`config.mk`:
```
export PLATFORM = sky130hd
export DESIGN_NAME = oxw_xlat_top
export DESIGN_NICKNAME = d
export VERILOG_FILES = /design/src/rtl/oxw_pkg.sv /design/src/rtl/oxw_rst_sync.sv /design/src/rtl/oxw_regfile.sv /design/src/rtl/oxw_match.sv /design/src/rtl/oxw_resp.sv /design/src/rtl/oxw_xlat_top.sv
export SDC_FILE = /design/constraint.sdc
export NUM_CORES = 2
export LEC_CHECK = 0
export BUFFER_PORTS_ARGS = -buffer_cell sky130_fd_sc_hd__buf_2
export CORE_ASPECT_RATIO = 0.7
export CORE_UTILIZATION = 30
export CTS_CLUSTER_SIZE = 16
export DETAILED_ROUTE_END_ITERATION = 10
export SYNTH_ARGS = -nofsm -noshare
export SYNTH_HDL_FRONTEND = slang
export SYNTH_SLANG_ARGS = --single-unit
```
`constraint.sdc`:
```
create_clock -name clk -period 41.4 [get_ports clk]
set_clock_uncertainty 0.2 [all_clocks]
set_input_delay 2.07 -clock clk [delete_from_list [all_inputs] [get_ports clk]]
set_output_delay 2.07 -clock clk [all_outputs]
set_load 0.02 [all_outputs]
```
`src/rtl/oxw_pkg.sv`:
```
package oxw_pkg;
  localparam int unsigned XA_W          = 64;
  localparam int unsigned REG_DW        = 32;
  localparam int unsigned SZ_W          = 6;
  localparam int unsigned KIND_W        = 4;
  localparam int unsigned TLP_W         = 3;
  localparam int unsigned TLP_LSB       = 16;
  localparam int unsigned SRC_LSB       = SZ_W + 1;
  localparam int unsigned WIN_STRIDE_LG = 5;
  localparam int unsigned WORD_W        = WIN_STRIDE_LG - 2;

  typedef enum logic [WORD_W-1:0] {
    WD_SRC_LO = 3'd0,
    WD_SRC_HI = 3'd1,
    WD_DST_LO = 3'd2,
    WD_DST_HI = 3'd3,
    WD_PARAM  = 3'd4
  } wword_e;

  typedef struct packed {
    logic                    en;
    logic [SZ_W-1:0]         szlog;
    logic [XA_W-1:SRC_LSB]   src;
    logic [XA_W-1:0]         dst;
    logic [KIND_W-1:0]       kind;
    logic [TLP_W-1:0]        tlp;
  } wcfg_t;

  // Offset mask of a window: ones on the bits that lie inside the window.
  function automatic logic [XA_W-1:0] span_mask(input logic [SZ_W-1:0] f);
    logic [SZ_W:0] sh;
    sh = {1'b0, f} + (SZ_W+1)'(1);
    return ~({XA_W{1'b1}} << sh);
  endfunction
endpackage

```
`src/rtl/oxw_rst_sync.sv`:
```
module oxw_rst_sync (
  input  logic clk,
  input  logic rst_n,
  output logic rst_q_n
);
  logic [1:0] sync_q;
  logic [1:0] sync_d;

  always_comb sync_d = {sync_q[0], 1'b1};

  always_ff @(posedge clk or negedge rst_n) begin
    if (!rst_n) sync_q <= 2'b00;
    else        sync_q <= sync_d;
  end

  assign rst_q_n = sync_q[1];
endmodule

```
`src/rtl/oxw_regfile.sv`:
```
module oxw_regfile
  import oxw_pkg::*;
#(
  parameter int unsigned NUM_WIN = 8,
  parameter int unsigned REG_AW  = 12,
  parameter logic [REG_AW-1:0] TBL_BASE = 12'h800
) (
  input  logic              clk,
  input  logic              rst_n,
  input  logic              reg_en,
  input  logic              reg_we,
  input  logic [REG_AW-1:0] reg_addr,
  input  logic [REG_DW-1:0] reg_wdata,
  output logic [REG_DW-1:0] reg_rdata,
  output wcfg_t             cfg [NUM_WIN]
);
  localparam int unsigned WIN_IW = (NUM_WIN > 1) ? $clog2(NUM_WIN) : 1;
  localparam int unsigned TBL_LG = WIN_STRIDE_LG + WIN_IW;
  localparam logic [REG_AW-TBL_LG-1:0] TBL_TAG = TBL_BASE[REG_AW-1:TBL_LG];

  logic [WORD_W-1:0] word_idx;
  logic [WIN_IW-1:0] win_idx;
  logic              in_tbl;
  logic              wr_hit;
  logic              rd_hit;
  logic              word_ok;

  assign word_idx = reg_addr[WIN_STRIDE_LG-1:2];
  assign win_idx  = reg_addr[WIN_STRIDE_LG +: WIN_IW];
  assign word_ok  = (word_idx <= WD_PARAM);
  assign in_tbl   = (reg_addr[REG_AW-1:TBL_LG] == TBL_TAG) &&
                    (reg_addr[1:0] == 2'b00) && word_ok;
  assign wr_hit   = reg_en & reg_we & in_tbl;
  assign rd_hit   = reg_en & ~reg_we;

  wcfg_t cfg_q [NUM_WIN];
  wcfg_t cfg_d [NUM_WIN];
  logic  cfg_ld [NUM_WIN];

  for (genvar n = 0; n < NUM_WIN; n++) begin : g_win
    assign cfg_ld[n] = wr_hit && (win_idx == WIN_IW'(n));

    always_comb begin
      cfg_d[n] = cfg_q[n];
      case (word_idx)
        WD_SRC_LO: begin
          cfg_d[n].en                     = reg_wdata[0];
          cfg_d[n].szlog                  = reg_wdata[SZ_W:1];
          cfg_d[n].src[REG_DW-1:SRC_LSB]  = reg_wdata[REG_DW-1:SRC_LSB];
        end
        WD_SRC_HI: cfg_d[n].src[XA_W-1:REG_DW] = reg_wdata;
        WD_DST_LO: cfg_d[n].dst[REG_DW-1:0]    = reg_wdata;
        WD_DST_HI: cfg_d[n].dst[XA_W-1:REG_DW] = reg_wdata;
        WD_PARAM: begin
          cfg_d[n].kind = reg_wdata[KIND_W-1:0];
          cfg_d[n].tlp  = reg_wdata[TLP_LSB +: TLP_W];
        end
        default: ;
      endcase
    end

    always_ff @(posedge clk or negedge rst_n) begin
      if (!rst_n)          cfg_q[n] <= '0;
      else if (cfg_ld[n])  cfg_q[n] <= cfg_d[n];
    end

    assign cfg[n] = cfg_q[n];
  end

  wcfg_t             sel;
  logic [REG_DW-1:0] rd_word;

  always_comb begin
    sel     = cfg_q[win_idx];
    rd_word = '0;
    if (in_tbl) begin
      case (word_idx)
        WD_SRC_LO: rd_word = {sel.src[REG_DW-1:SRC_LSB], sel.szlog, sel.en};
        WD_SRC_HI: rd_word = sel.src[XA_W-1:REG_DW];
        WD_DST_LO: rd_word = sel.dst[REG_DW-1:0];
        WD_DST_HI: rd_word = sel.dst[XA_W-1:REG_DW];
        WD_PARAM: begin
          rd_word[KIND_W-1:0]        = sel.kind;
          rd_word[TLP_LSB +: TLP_W]  = sel.tlp;
        end
        default: rd_word = '0;
      endcase
    end
  end

  always_ff @(posedge clk or negedge rst_n) begin
    if (!rst_n)       reg_rdata <= '0;
    else if (rd_hit)  reg_rdata <= rd_word;
  end
endmodule

```
`src/rtl/oxw_match.sv`:
```
module oxw_match
  import oxw_pkg::*;
#(
  parameter int unsigned NUM_WIN = 8
) (
  input  logic [NUM_WIN-1:0] en_vec,
  input  logic [SZ_W-1:0]    szlog   [NUM_WIN],
  input  logic [XA_W-1:0]    src_base[NUM_WIN],
  input  logic [XA_W-1:0]    lk_addr,
  output logic [NUM_WIN-1:0] hit_vec,
  output logic [XA_W-1:0]    off_mask[NUM_WIN]
);
  for (genvar n = 0; n < NUM_WIN; n++) begin : g_cmp
    assign off_mask[n] = span_mask(szlog[n]);
    assign hit_vec[n]  = en_vec[n] &&
                         (((lk_addr ^ src_base[n]) & ~off_mask[n]) == '0);
  end
endmodule

```
`src/rtl/oxw_resp.sv`:
```
module oxw_resp
  import oxw_pkg::*;
#(
  parameter int unsigned NUM_WIN = 8,
  localparam int unsigned WIN_IW = (NUM_WIN > 1) ? $clog2(NUM_WIN) : 1
) (
  input  logic               clk,
  input  logic               rst_n,
  input  logic               lk_valid,
  input  logic [XA_W-1:0]    lk_addr,
  input  logic [NUM_WIN-1:0] hit_vec,
  input  logic [XA_W-1:0]    off_mask[NUM_WIN],
  input  logic [XA_W-1:0]    dst     [NUM_WIN],
  input  logic [KIND_W-1:0]  kind    [NUM_WIN],
  input  logic [TLP_W-1:0]   tlp     [NUM_WIN],
  output logic               rsp_valid,
  output logic               rsp_hit,
  output logic [WIN_IW-1:0]  rsp_win,
  output logic [XA_W-1:0]    rsp_addr,
  output logic [KIND_W-1:0]  rsp_kind,
  output logic [TLP_W-1:0]   rsp_tlp
);
  logic              hit_d;
  logic [WIN_IW-1:0] win_d;
  logic [XA_W-1:0]   addr_d;
  logic [KIND_W-1:0] kind_d;
  logic [TLP_W-1:0]  tlp_d;

  // Priority pick: scanning downward leaves the lowest matching index.
  always_comb begin
    hit_d = 1'b0;
    win_d = '0;
    for (int i = NUM_WIN - 1; i >= 0; i--) begin
      if (hit_vec[i]) begin
        hit_d = 1'b1;
        win_d = WIN_IW'(i);
      end
    end
  end

  // One shared adder after the window mux.
  always_comb begin
    addr_d = '0;
    kind_d = '0;
    tlp_d  = '0;
    if (hit_d) begin
      addr_d = dst[win_d] + (lk_addr & off_mask[win_d]);
      kind_d = kind[win_d];
      tlp_d  = tlp[win_d];
    end
  end

  always_ff @(posedge clk or negedge rst_n) begin
    if (!rst_n) rsp_valid <= 1'b0;
    else        rsp_valid <= lk_valid;
  end

  always_ff @(posedge clk or negedge rst_n) begin
    if (!rst_n) begin
      rsp_hit  <= 1'b0;
      rsp_win  <= '0;
      rsp_addr <= '0;
      rsp_kind <= '0;
      rsp_tlp  <= '0;
    end else if (lk_valid) begin
      rsp_hit  <= hit_d;
      rsp_win  <= win_d;
      rsp_addr <= addr_d;
      rsp_kind <= kind_d;
      rsp_tlp  <= tlp_d;
    end
  end
endmodule

```
`src/rtl/oxw_xlat_top.sv`:
```
module oxw_xlat_top
  import oxw_pkg::*;
#(
  parameter int unsigned NUM_WIN = 8,
  parameter int unsigned REG_AW  = 12,
  parameter logic [REG_AW-1:0] TBL_BASE = 12'h800,
  localparam int unsigned WIN_IW = (NUM_WIN > 1) ? $clog2(NUM_WIN) : 1
) (
  input  logic              clk,
  input  logic              rst_n,
  input  logic              reg_en,
  input  logic              reg_we,
  input  logic [REG_AW-1:0] reg_addr,
  input  logic [REG_DW-1:0] reg_wdata,
  output logic [REG_DW-1:0] reg_rdata,
  input  logic              lk_valid,
  input  logic [XA_W-1:0]   lk_addr,
  output logic              rsp_valid,
  output logic              rsp_hit,
  output logic [WIN_IW-1:0] rsp_win,
  output logic [XA_W-1:0]   rsp_addr,
  output logic [KIND_W-1:0] rsp_kind,
  output logic [TLP_W-1:0]  rsp_tlp
);
  logic rst_q_n;

  oxw_rst_sync u_rst (
    .clk     (clk),
    .rst_n   (rst_n),
    .rst_q_n (rst_q_n)
  );

  wcfg_t cfg [NUM_WIN];

  oxw_regfile #(
    .NUM_WIN  (NUM_WIN),
    .REG_AW   (REG_AW),
    .TBL_BASE (TBL_BASE)
  ) u_regs (
    .clk       (clk),
    .rst_n     (rst_q_n),
    .reg_en    (reg_en),
    .reg_we    (reg_we),
    .reg_addr  (reg_addr),
    .reg_wdata (reg_wdata),
    .reg_rdata (reg_rdata),
    .cfg       (cfg)
  );

  logic [NUM_WIN-1:0] en_vec;
  logic [SZ_W-1:0]    szlog   [NUM_WIN];
  logic [XA_W-1:0]    src_base[NUM_WIN];
  logic [XA_W-1:0]    dst     [NUM_WIN];
  logic [KIND_W-1:0]  kind    [NUM_WIN];
  logic [TLP_W-1:0]   tlp     [NUM_WIN];

  for (genvar n = 0; n < NUM_WIN; n++) begin : g_split
    assign en_vec[n]   = cfg[n].en;
    assign szlog[n]    = cfg[n].szlog;
    assign src_base[n] = {cfg[n].src, {SRC_LSB{1'b0}}};
    assign dst[n]      = cfg[n].dst;
    assign kind[n]     = cfg[n].kind;
    assign tlp[n]      = cfg[n].tlp;
  end

  logic [NUM_WIN-1:0] hit_vec;
  logic [XA_W-1:0]    off_mask[NUM_WIN];

  oxw_match #(.NUM_WIN(NUM_WIN)) u_match (
    .en_vec   (en_vec),
    .szlog    (szlog),
    .src_base (src_base),
    .lk_addr  (lk_addr),
    .hit_vec  (hit_vec),
    .off_mask (off_mask)
  );

  oxw_resp #(.NUM_WIN(NUM_WIN)) u_resp (
    .clk       (clk),
    .rst_n     (rst_q_n),
    .lk_valid  (lk_valid),
    .lk_addr   (lk_addr),
    .hit_vec   (hit_vec),
    .off_mask  (off_mask),
    .dst       (dst),
    .kind      (kind),
    .tlp       (tlp),
    .rsp_valid (rsp_valid),
    .rsp_hit   (rsp_hit),
    .rsp_win   (rsp_win),
    .rsp_addr  (rsp_addr),
    .rsp_kind  (rsp_kind),
    .rsp_tlp   (rsp_tlp)
  );
endmodule

```
== Yosys cells after proc, flatten, opt, wreduce, memory -nomap -nowiden ==
Index checks and enable logic that the tools add are counted.
Word-level totals
  register bits: 1190
  input bits: 113
  logic and storage cells: 251
Cells by class
  $add $sub $neg: 9
  magnitude comparators: 3
  eq/ne operators: 12
  shift-type cells: 8
  multiplexer cells: 39
  bitwise logic cells: 39
  reduce and logical (&&, ||, !) cells: 69
Operator list (count)
  $not 64->64: 16
  $and 64x64->64: 9
  $logic_not 64->1: 8
  $shl 64x7->64 const A: 8
  $xor 64x64->64: 8
  $bmux 135 s3: 1
  $bmux 64 s3: 2
  $mux 64: 5
  $mux 135: 2
  $reduce_and 2->1: 40
  $add 64x64->64: 1
  $add 6x1->7 const B: 8
  $pmux 13 s4: 1
  $pmux 12 s4: 1
  $mux 3: 11
  $mux 32: 1
  $pmux 4 s5: 1
  $logic_and 1x1->1: 18
  $eq 3x3->1 const B: 5
  $pmux 3 s5: 1
  $bmux 4 s3: 1
  $eq 3x2->1 const B: 4
  $mux 4: 3
  $bmux 3 s3: 1
  other kinds (10): 23

== Logic depth before layout (Yosys ltp) ==
  depth after elaboration: 22
  gate-level depth with buffers: 41
  mapped depth without buffers: 35

== Hierarchy ==
Synthesis repeated with hierarchy kept, for this count alone.
Second synthesis, totals
  cells, all modules: 9000
  area total of the unflattened synthesis: 82394.0 um2
Modules (own cells, without submodules)
  oxw_regfile: times used 1, cells each 3464, area each 50215.7 um2, seq. area each 27826.7 um2
  oxw_resp: times used 1, cells each 3008, area each 16350.7 um2, seq. area each 1901.8 um2
  oxw_match: times used 1, cells each 2524, area each 15770.1 um2, seq. area each 0.0 um2
  oxw_rst_sync: times used 1, cells each 3, area each 53.8 um2, seq. area each 50.0 um2
  oxw_xlat_top: times used 1, cells each 1, area each 3.8 um2, seq. area each 0.0 um2

== Worst setup path after synthesis ==
OpenSTA, ideal clock, no wires.
  path kind: in2reg
  start: in lk_addr[51]
  end: reg u_resp.rsp_addr[60]
  library setup time: 0.141 ns
  arrival: 9.447 ns
  data required time: 41.059 ns
  setup slack: 31.613 ns
  stages: 34
  path buffers: 7
  path through: buf_4 -> xor2_1 -> or4_1 -> or4_1 -> a211oi_1 -> nor3b_2 -> o2111ai_1 -> nor4_2 -> nor2_2 -> a2111oi_4 -> buf_6 -> buf_6 -> buf_2 -> buf_1 -> clkbuf_1 -> o211ai_1 -> o21ai_0 -> ha_1 -> clkbuf_1 -> a21o_1 -> a21o_1 -> a21o_1 -> a221o_1 -> a221oi_1 -> o311a_1 -> o31a_1 -> o21ai_0 -> a41oi_1 -> a211oi_1 -> a221o_1 -> a211oi_1 -> nor2_1 -> xnor2_1 -> o22ai_1
On the way
  cells in the longest elaborated chain, start to end: 19
  elaborated cells on any way between the ends: 58
  those cells by class: add/sub (1); mux (23); bitwise (18); reduce/logical (16)
RTL lines
  from (decl): line oxw_xlat_top.sv:17  | input logic [XA_W-1:0] lk_addr,
  $xor 64x64->64: line oxw_match.sv:16  | (((lk_addr ^ src_base[n]) & ~off_mask[n]) == '0);
  $and 64x64->64: line oxw_match.sv:16
  $logic_not 64->1: line oxw_match.sv:16
  $logic_and 1x1->1: line oxw_match.sv:15  | assign hit_vec[n] = en_vec[n] &&
  $mux 3 (8 in series): line oxw_resp.sv:34  | if (hit_vec[i]) begin
  $not 3->4 (implied by the code): line oxw_resp.sv:47  | addr_d = dst[win_d] + (lk_addr & off_mask[win_d]);
  $bmux 64 s3: line oxw_resp.sv:47
  $mux 64 (implied by the code) (2 in series): line oxw_resp.sv:47
  $and 64x64->64: line oxw_resp.sv:47
  $add 64x64->64: line oxw_resp.sv:47
  $mux 64 *: line oxw_resp.sv:46  | if (hit_d) begin
  to (signal assigned): line oxw_resp.sv:68  | rsp_addr <= addr_d;
  to (decl): line oxw_resp.sv:19  | output logic [XA_W-1:0] rsp_addr,
Mark *: on every way between the ends. The rest lies on a longest branch, timed or not. The select of a mux whose other input is x is not followed.
A chain may end at the register's enable or synchronous reset.

== Final worst setup path ==
  start: reg u_regs.cfg_q, in the netlist u_regs.cfg[399]
  end: reg u_resp.rsp_addr[63]
On the way
  cells in the longest elaborated chain, start to end: 20
  elaborated cells on any way between the ends: 29
  those cells by class: add/sub (2); shift (1); mux (19); bitwise (5); reduce/logical (2)
RTL lines
  from (decl): line oxw_regfile.sv:36  | wcfg_t cfg_q [NUM_WIN];
  from (signal, indexed assignment): line oxw_regfile.sv:64  | else if (cfg_ld[n]) cfg_q[n] <= cfg_d[n];
  $add 6x1->7 *: line oxw_pkg.sv:32  | sh = {1'b0, f} + (SZ_W+1)'(1);
  $shl 64x7->64 *: line oxw_pkg.sv:33  | return ~({XA_W{1'b1}} << sh);
  $not 64->64 *: line oxw_pkg.sv:33
  $not 64->64: line oxw_match.sv:16
  $and 64x64->64: line oxw_match.sv:16
  $logic_not 64->1: line oxw_match.sv:16
  $logic_and 1x1->1: line oxw_match.sv:15
  $mux 3 (6 in series): line oxw_resp.sv:34
  $not 3->4 (implied by the code): line oxw_resp.sv:47
  $bmux 64 s3: line oxw_resp.sv:47
  $mux 64 (implied by the code) (2 in series): line oxw_resp.sv:47
  $and 64x64->64: line oxw_resp.sv:47
  $add 64x64->64: line oxw_resp.sv:47
  $mux 64 *: line oxw_resp.sv:46
Marks and branches as above.

==> run_results.csv <==
group,metric,value,unit
placement,dp_slack,27.04,ns
sta,tightest_slew,1.68,ns
yosys,synth_nets,7911,
setup_path,critical_path.max_stage_delay,0.97,ns
sta,finalMaxSlewViolations,21,
yosys,synthDistinctLibCells,101,
cells_and_area,fin_cells,11400,
routing,routedWlPerCell,52.8,µm
yosys,syn_inst,7699,
die,pin_count,221,
outcome,violations,"capacitance limit, slew limit",
yosys,mappedNetlistArea,80900,µm²
sta,fin_crit,14.73,ns
die,die_y,437,µm
sta,post-route-period-util,35.6,%
clock_network,clkTransAtPathRegs,0.07,ns
yosys,synth_edf_count,0,
routing,routed-via-count,76300,
clock_network,cts_resized,0,
yosys,synth_top_area_share,36.8,%
cells_and_area,final_common_cell,"mux2_2",
clock_network,cts_setup_buffers,0,
clock_network,ctsHtreeMaxLevel,4,
routing,wl,602,mm
routing,first_iter_violations,12300,
clock_network,clk-insertion-delay-late,0.87,ns
clock_network,cts_buffers,144,
placement,dpl.hpwl,469,mm
min_path,hold_class,"reg -> reg",
die,start_util,30.2,%
sta,max_clock_freq,67.9,MHz
setup_path,critical_path.startpoint_type,"flop",
placement,routabilityCongestion,1.12,
flow_run,max_cap_viol_count,9,
setup_path,worstPathMaxFanout,70,
sta,fin_worst_hold_slack,0.157,ns
sta,final.setup.tns,0,ns
setup_path,arrival,15.23,ns
global_routing,gr-total-overflow,0,
die,core,268000,µm²
setup_path,cp-end-kind,"flop",
clock_network,clock-root-buffer,"clkbuf_16",
sta,max_slew_margin,-12.5,%
global_routing,grt_pass1_vias,69400,
routing,drc_errors,0,
yosys,synth_mux_area_share,28.4,%
yosys,netlist.top_cell.by_area,"dfrtp_1",
clock_network,cts.sinks,1190,
pwr,p_leak,40.0,nW
yosys,yosys.area_share.simple,7.86,%
cells_and_area,fin_nets,7901,
cells_and_area,fillers,27000,
pwr,vdd_drop_max,0.0348,mV
clock_network,ctsHoldBuffers,0,
sta,hold_violations,0,
cells_and_area,seqCellArea,29800,µm²
die,dieArea,272000,µm²
cells_and_area,area_delta_synth_final,13.7,%
sta,setup_ws,26.67,ns
clock_network,tritoncts,"done",
setup_path,critPathSlowestCell,"nand2b_1",
routing,dr.pass1.iters,6,
yosys,synthAdderAreaFrac,1.55,%
yosys,synth_xor_area_share,5.90,%
pwr,powerDensity,30.0,nW/µm²
yosys,ys_ff_latch,1190,
yosys,ys_warn_count,0,
routing,ant_nets,0,
sta,finalSetupViolCount,0,
yosys,synth.area.top_cells,"dfrtp_1 (37%), mux2_2 (17%), mux4_2 (8.4%)",
yosys,synth_top_family_by_area,"multiplexers",
cells_and_area,finalInstanceArea,92000,µm²
routing,wl_met1,261,mm
yosys,synth_compound_area_share,15.2,%
yosys,synth_seq_area_share,36.8,%
clock_network,ctsLongestPathBuffers,4,
setup_path,worst_ep_required_time,41.90,ns
placement,portBuffers,220,
sta,rsz0062_at_grt,"no",
setup_path,criticalPathCategory,"reg -> reg",
routing,wl_met2,221,mm
yosys,avgSynthCellArea,10.5,µm²
cells_and_area,multi_input_area,48500,µm²
placement,place_area,87100,µm²
setup_path,path_common_cell,"o21ai_0",
global_routing,antenna_found_initial,144,
global_routing,grt_pass1_wl,763,mm
die,placementRows,159,
placement,dp_cells,11100,
routing,top_layer,"met5",
global_routing,grt_max_degree,124,
routing,viasPerCell,6.70,
die,die_x,623,µm
cells_and_area,final_cell_mix,"mux2_2 (1215), dfrtp_1 (1188), nand2_1 (493), o21ai_0 (453), a21oi_1 (361)",
routing,route.met3.wl,88.2,mm
yosys,synth_flop_cell,"dfrtp_1",
cells_and_area,drive_gt1_share,32.1,%
global_routing,grt.total_usage,43.0,%
yosys,async_flop_share,100,%
outcome,status,"complete, but fails checks",
state kept, by name, summed over array words and instances (netlist names):
signal	flops
u_resp.rsp_addr	64
u_resp.rsp_hit	1
u_resp.rsp_valid	1
u_rst.sync_q	2
u_regs.reg_rdata	32
u_resp.rsp_tlp	3
u_resp.rsp_kind	4
u_resp.rsp_win	3
u_regs.cfg	1080
kinds of logic (layout without fill, tap and decap cells):
group,Yosys count,count (layout)
buf+inv,878,966
other cells,1,70
flops,1190,1190
compound gates,1857,1857
fa+ha+maj,100,100
simple gates,1364,1364
xor+xnor,544,544
mux,1765,1765
final cells by class:
| cell class | count | area share, % |
|---|---|---|
| clock inverters | 43 | 0.518 |
| repair buffers | 578 | 4.26 |
| inverters | 144 | 0.588 |
| multi-input cells | 5631 | 52.8 |
| flip-flops and latches | 1190 | 32.4 |
| clock buffers | 201 | 4.49 |
| diodes | 69 | 0.188 |
| well taps | 3542 | 4.82 |
cell usage after synthesis (all sizes together) (142+ instances only):
library cell	number
clkbuf	501
a21oi	366
nand2	512
xor2	232
nor2	310
mux2i	249
o21ai	462
buf	233
xnor2	312
dfrtp	1190
mux2	1216
mux4	300
o211ai	142
final timing paths:
check | from | to | slack, ns | cells after the start
max in group asynchronous | u_rst.sync_q[1] | u_regs.cfg[617] | 33.52 | 7
worst max register to register | u_regs.cfg[399] | u_resp.rsp_addr[63] | 26.67 | 34
worst min register to register | u_rst.sync_q[0] | u_rst.sync_q[1] | 0.16 | 0
worst max-delay path | u_regs.cfg[399] | u_resp.rsp_addr[63] | 26.67 | 34
worst min-delay path | u_rst.sync_q[0] | u_rst.sync_q[1] | 0.16 | 0
min in group asynchronous | u_rst.sync_q[1] | u_regs.cfg[353] | 0.27 | 0
report_power, final:
part	internal [W]	total (W)	switching [W]
clock	0.000746	0.00132	0.000572
sequential	0.00117	0.00117	0.00000361
combinational	0.0000533	0.000269	0.000215
per-stage QoR:
step | power, W | utilization [%]
6_report | 0.00276 | 34.3
5_1_grt | 0.00280 | 34.2
4_1_cts | 0.00275 | 34.2
3_5_place_dp | 0.00144 | 32.5
3_3_place_gp | 0.00145 | 32.5
2_1_floorplan | 0.00130 | -
worst max-delay path, delay by kind of cell, from the launching register on:
kind	cells	cell delay [ns]
compound gates	18	6.39
flops	1	0.35
fa+ha+maj	2	1.32
buf+inv	4	2.35
simple gates	8	3.21
mux	2	0.54
layer usage:
| layer | vias up | global-route usage [%] |
|---|---|---|
| met5 | - | 0.0351 |
| met4 | 66 | 18.3 |
| met1 | 40800 | 60.6 |
| met2 | 5710 | 54.0 |
| met3 | 903 | 21.2 |
| li1 | 28800 | - |
Note: power is estimated with default switching activity, not from simulation.
